===== config.mk =====
export PLATFORM = sky130hd
export DESIGN_NAME = pll_chan_div
export DESIGN_NICKNAME = d
export VERILOG_FILES = /design/src/rtl/pllch_pkg.sv /design/src/rtl/pllch_decode.sv /design/src/rtl/pllch_phase.sv /design/src/rtl/pll_chan_div.sv
export SDC_FILE = /design/constraint.sdc
export NUM_CORES = 1
export LEC_CHECK = 0
export BUFFER_PORTS_ARGS = -buffer_cell sky130_fd_sc_hd__buf_2
export CORE_MARGIN = 1.5
export CORE_UTILIZATION = 35
export CTS_CLUSTER_SIZE = 12
export DETAILED_ROUTE_END_ITERATION = 10
export PLACE_DENSITY = 0.6
export SYNTH_ARGS = -nofsm -noshare
export SYNTH_HDL_FRONTEND = slang
export SYNTH_HIERARCHICAL = 1
export SYNTH_SLANG_ARGS = --single-unit

===== constraint.sdc =====
create_clock -name clk -period 4.6 [get_ports clk]
set_input_delay 0.46 -clock clk [delete_from_list [all_inputs] [get_ports clk]]
set_output_delay 0.46 -clock clk [all_outputs]
set_load 0.01 [all_outputs]

===== src/rtl/pllch_pkg.sv =====
package pllch_pkg;
    localparam int unsigned CTRL_W = 32;
    typedef logic [CTRL_W-1:0] ctrl_word_t;
endpackage


===== src/rtl/pllch_decode.sv =====
module pllch_decode
    import pllch_pkg::*;
#(
    parameter int unsigned DIV_W     = 8,
    parameter int unsigned FIXED_DIV = 2,
    parameter logic [31:0] HOLD_MASK = 32'h0000_0200,
    parameter int unsigned RATIO_W   = 10
) (
    input  ctrl_word_t         chan_ctrl,
    input  ctrl_word_t         pll_ctrl,
    output logic               gate,
    output logic [RATIO_W-1:0] ratio
);
    localparam int unsigned DIS_POS = DIV_W;

    logic [DIV_W-1:0] div_raw;
    logic [DIV_W-1:0] div_eff;

    always_comb begin
        div_raw = chan_ctrl[DIV_W-1:0];
        div_eff = (div_raw == '0) ? '1 : div_raw;
        gate    = !chan_ctrl[DIS_POS] && ((pll_ctrl & HOLD_MASK) == '0);
    end

    generate
        if (FIXED_DIV == 1) begin : g_no_post
            assign ratio = RATIO_W'(div_eff);
        end else begin : g_post
            assign ratio = RATIO_W'(div_eff) * RATIO_W'(FIXED_DIV);
        end
    endgenerate
endmodule


===== src/rtl/pllch_phase.sv =====
module pllch_phase #(
    parameter int unsigned RATIO_W = 10
) (
    input  logic               clk,
    input  logic               rst_n,
    input  logic               gate,
    input  logic [RATIO_W-1:0] new_ratio,
    output logic               en,
    output logic               lvl,
    output logic               run
);
    typedef struct packed {
        logic [RATIO_W-1:0] cnt;
        logic [RATIO_W-1:0] len;
        logic               first;
        logic               en;
        logic               lvl;
        logic               run;
    } phase_st_t;

    localparam phase_st_t RESET_ST = '{cnt: '0, len: '0, first: 1'b1,
                                       en: 1'b0, lvl: 1'b0, run: 1'b0};

    phase_st_t st_d, st_q;
    logic [RATIO_W-1:0] cur_len;
    logic               term;

    always_comb begin
        st_d    = st_q;
        cur_len = st_q.run ? st_q.len : new_ratio;
        term    = (st_q.cnt == cur_len - 1'b1);
        if (!gate) begin
            st_d     = RESET_ST;
            st_d.len = new_ratio;
        end else begin
            st_d.run = 1'b1;
            if (term) begin
                st_d.cnt   = '0;
                st_d.len   = new_ratio;
                st_d.en    = 1'b1;
                st_d.first = 1'b0;
            end else begin
                st_d.cnt = st_q.cnt + 1'b1;
                st_d.len = cur_len;
                st_d.en  = 1'b0;
            end
            st_d.lvl = !st_d.first && (st_d.cnt < (st_d.len >> 1));
        end
    end

    always_ff @(posedge clk or negedge rst_n) begin
        if (!rst_n) st_q <= RESET_ST;
        else        st_q <= st_d;
    end

    assign en  = st_q.en;
    assign lvl = st_q.lvl;
    assign run = st_q.run;
endmodule


===== src/rtl/pll_chan_div.sv =====
module pll_chan_div
    import pllch_pkg::*;
#(
    parameter int unsigned DIV_W     = 8,
    parameter int unsigned FIXED_DIV = 2,
    parameter logic [31:0] HOLD_MASK = 32'h0000_0200
) (
    input  logic        clk,
    input  logic        rst_n,
    input  logic [31:0] chan_ctrl,
    input  logic [31:0] pll_ctrl,
    output logic        clk_en,
    output logic        clk_out,
    output logic        running
);
    localparam int unsigned FIX_W   = $clog2(FIXED_DIV + 1);
    localparam int unsigned RATIO_W = DIV_W + FIX_W;

    logic               gate;
    logic [RATIO_W-1:0] ratio;

    pllch_decode #(
        .DIV_W    (DIV_W),
        .FIXED_DIV(FIXED_DIV),
        .HOLD_MASK(HOLD_MASK),
        .RATIO_W  (RATIO_W)
    ) decode_i (
        .chan_ctrl(chan_ctrl),
        .pll_ctrl (pll_ctrl),
        .gate     (gate),
        .ratio    (ratio)
    );

    pllch_phase #(
        .RATIO_W(RATIO_W)
    ) phase_i (
        .clk      (clk),
        .rst_n    (rst_n),
        .gate     (gate),
        .new_ratio(ratio),
        .en       (clk_en),
        .lvl      (clk_out),
        .run      (running)
    );
endmodule


==> metrics.txt <==
placed cell area 2320 um^2; Netlist cell types 47; VDD IR max 0.157 mV; kind of critical path in -> reg; vias in the first global route 1578; DR pass1 iterations 4; Non-Filler Instances 313; Initial Utilization 36.2%; initial drt markers 75; Yosys reg bits 24; Total Routing Usage GR 15.7%; worst setup margin 0.205 ns; dpl hpwl 3670 um; H-tree depth 1; largest fanout on the critical path 2; ys async rst share 100%; TritonCTS Buffers 3; register area 602 um^2; CP Launch Type primary input; Via density 5.12; TritonCTS clock tree built; clock sink count 24; WP data required 4.78 ns; Final setup violation count 0; IO Port Bufs 14; total power 544 uW; slew margin rel. 47.1%; Worst Skew 0.00479 ns; initial antenna violation count 0; share of cells above drive strength 1 32.8%; number of flops mapped to enable cells by yosys 0; grt total ovfl 0; syn avg cell area 9.97 um^2; DIE AREA 6160 um^2; reg-to-reg slack, setup 0.31 ns; Slew Viols, Final 0; Tightest Pin Transition 0.783 ns; first-pass GRT wire length 7520 um; fillers 527; Ys Warns 6; crit path DAT 4.58 ns; P_leak 1.12 nW; f_max 228 MHz; CORE AREA 5510 um^2; Critical R2R Capture phase_i/lvl; cell area after synthesis 1990 um^2; final hold viol count 0; vias 1604; worst r2r path cells 13; CTS Hold Bufs 0; area occupied by multi-input gates 1340 um^2; sequential fraction of the synthesis area 30.2%; RePlAce Congestion 0.796; IO Pins 69; post-route ant nets 0; Tcrit/Tclk final 95.5%; Crit Reg-Reg Startpoint phase_i/run; NumNets Final 318; clock latency on the worst-skew pair 0.27 ns; most common cell after layout, fill and taps aside buf_4; mean routed wirelength per cell 14.3 um; n_diodes 0; max_cap viols 0; Worst Setup End Kind flop; Routed WL 4480 um; Setup WS pre-CTS -0.275 ns; DRC violations left 0; Syn Inst Count 200; status completed; pin count of the biggest net entering global routing 25; PwrDens 224 nW/um^2; row cnt 27; Post-Place Cells 308; Die Ht 78.5 um; clk root buf clkbuf_8; Reg clk slew, reported paths 0.09 ns; ys flop type dfrtp_1; Die W 78.5 um; Max Root-Sink Buffers 2; hold crit path type in -> async; commonest non-fill, non-tap cells in the layout buf_4, dfrtp_1, nor2_1, mux2i_1, xnor2_1; cell area after layout 2430 um^2; crit path time final 4.39 ns; Area Overhead vs Synth 22.1%
[final cells by class]
type                    count  area share [%]
clock buffers               3            1.70
clock inverters             1            1.23
inverters                   9            1.39
multi-input cells         160            55.0
flip-flops and latches     24            24.7
well taps                  72            3.70
repair buffers             44            12.3
[power breakdown]
part / internal (mW) / switching (mW)
clock network: 0.116 / 0.0730
registers: 0.219 / 0.0102
logic: 0.0620 / 0.0643
[state kept, by name, summed over array words and instances, names as in the netlist]
name,count
phase_i/lvl,1
phase_i/en,1
phase_i/st_q,21
phase_i/run,1
[worst max-delay path, stage by stage]
cell and delay, ns:
buf_2 0.10, or4_4 0.55, o21bai_4 0.16, inv_1 0.08
o21ai_2 0.12, inv_1 0.08, ha_1 0.20, xor2_1 0.17
xnor2_1 0.15, nor3_2 0.25, nand3_2 0.15, o41ai_4 0.47
mux2i_1 0.30, ha_1 0.28, a21o_1 0.17, a21oi_2 0.16
o211ai_1 0.12, a311oi_1 0.33, a41oi_1 0.09, a211oi_1 0.18
[metal layers]
| layer | part of all wire [%] | vias to the layer above | global-route usage [%] | wire length (um) |
|---|---|---|---|---|
| met3 | 2.9 | 2 | 2.09 | 128 |
| li1 | - | 805 | - | - |
| met5 | 0 | - | 0 | 0 |
| met1 | 47 | 777 | 20.3 | 2090 |
| met2 | 50 | 20 | 27.0 | 2230 |
| met4 | 0.63 | 0 | 5.00 | 28 |
[repair_timing]
item,in CTS,in global routing
buffers inserted,0,1
endpoints found under the setup margin,1,1
gates resized for setup,1,8
pin swaps,0,7
cloned,0,0
[worst max path at each step]
stage                             from     endpoint
after floorplan           chan_ctrl[0]  phase_i/lvl
after global placement    chan_ctrl[7]  phase_i/lvl
after detailed placement  chan_ctrl[0]  phase_i/lvl
after CTS                 chan_ctrl[0]  phase_i/lvl
after global routing       phase_i/run  phase_i/lvl
final                     chan_ctrl[0]  phase_i/lvl
[Yosys cell counts (4+ instances only)]
cell type,instances,share of area [%]
o21ai_0,5,1.3
xnor2_1,15,6.6
mux2i_1,18,9.0
and3_1,6,1.9
nand3_1,5,1.3
ha_1,10,6.3
a21oi_1,4,1.0
buf_4,4,1.5
mux2_2,7,4.0
xor2_1,9,4.0
inv_1,9,1.7
nand2_1,6,1.1
dfrtp_1,23,29
o21bai_2,8,4.5
nor2_1,21,4.0
[cells by family after synthesis]
family	count (synthesis)	synth area share (%)
compound gates	33	15.1
xor+xnor	24	10.5
fa+ha+maj	10	6.27
buf+inv	17	4.52
flops	24	30.2
mux	28	14.7
other cells	1	0.188
simple gates	63	18.5
[stage by stage]
stage | utilization [%] | TNS, ns | hold slack, ns
floorplan | - | 0 | 0.164
global placement | 42.1 | -0.255 | 0.465
detailed placement | 42.1 | -0.275 | 0.464
CTS | 43.5 | 0 | 0.189
global route | 44.2 | -0.00828 | 0.210
finish | 44.2 | 0 | 0.173
Note: power is estimated with default switching activity, not from simulation.
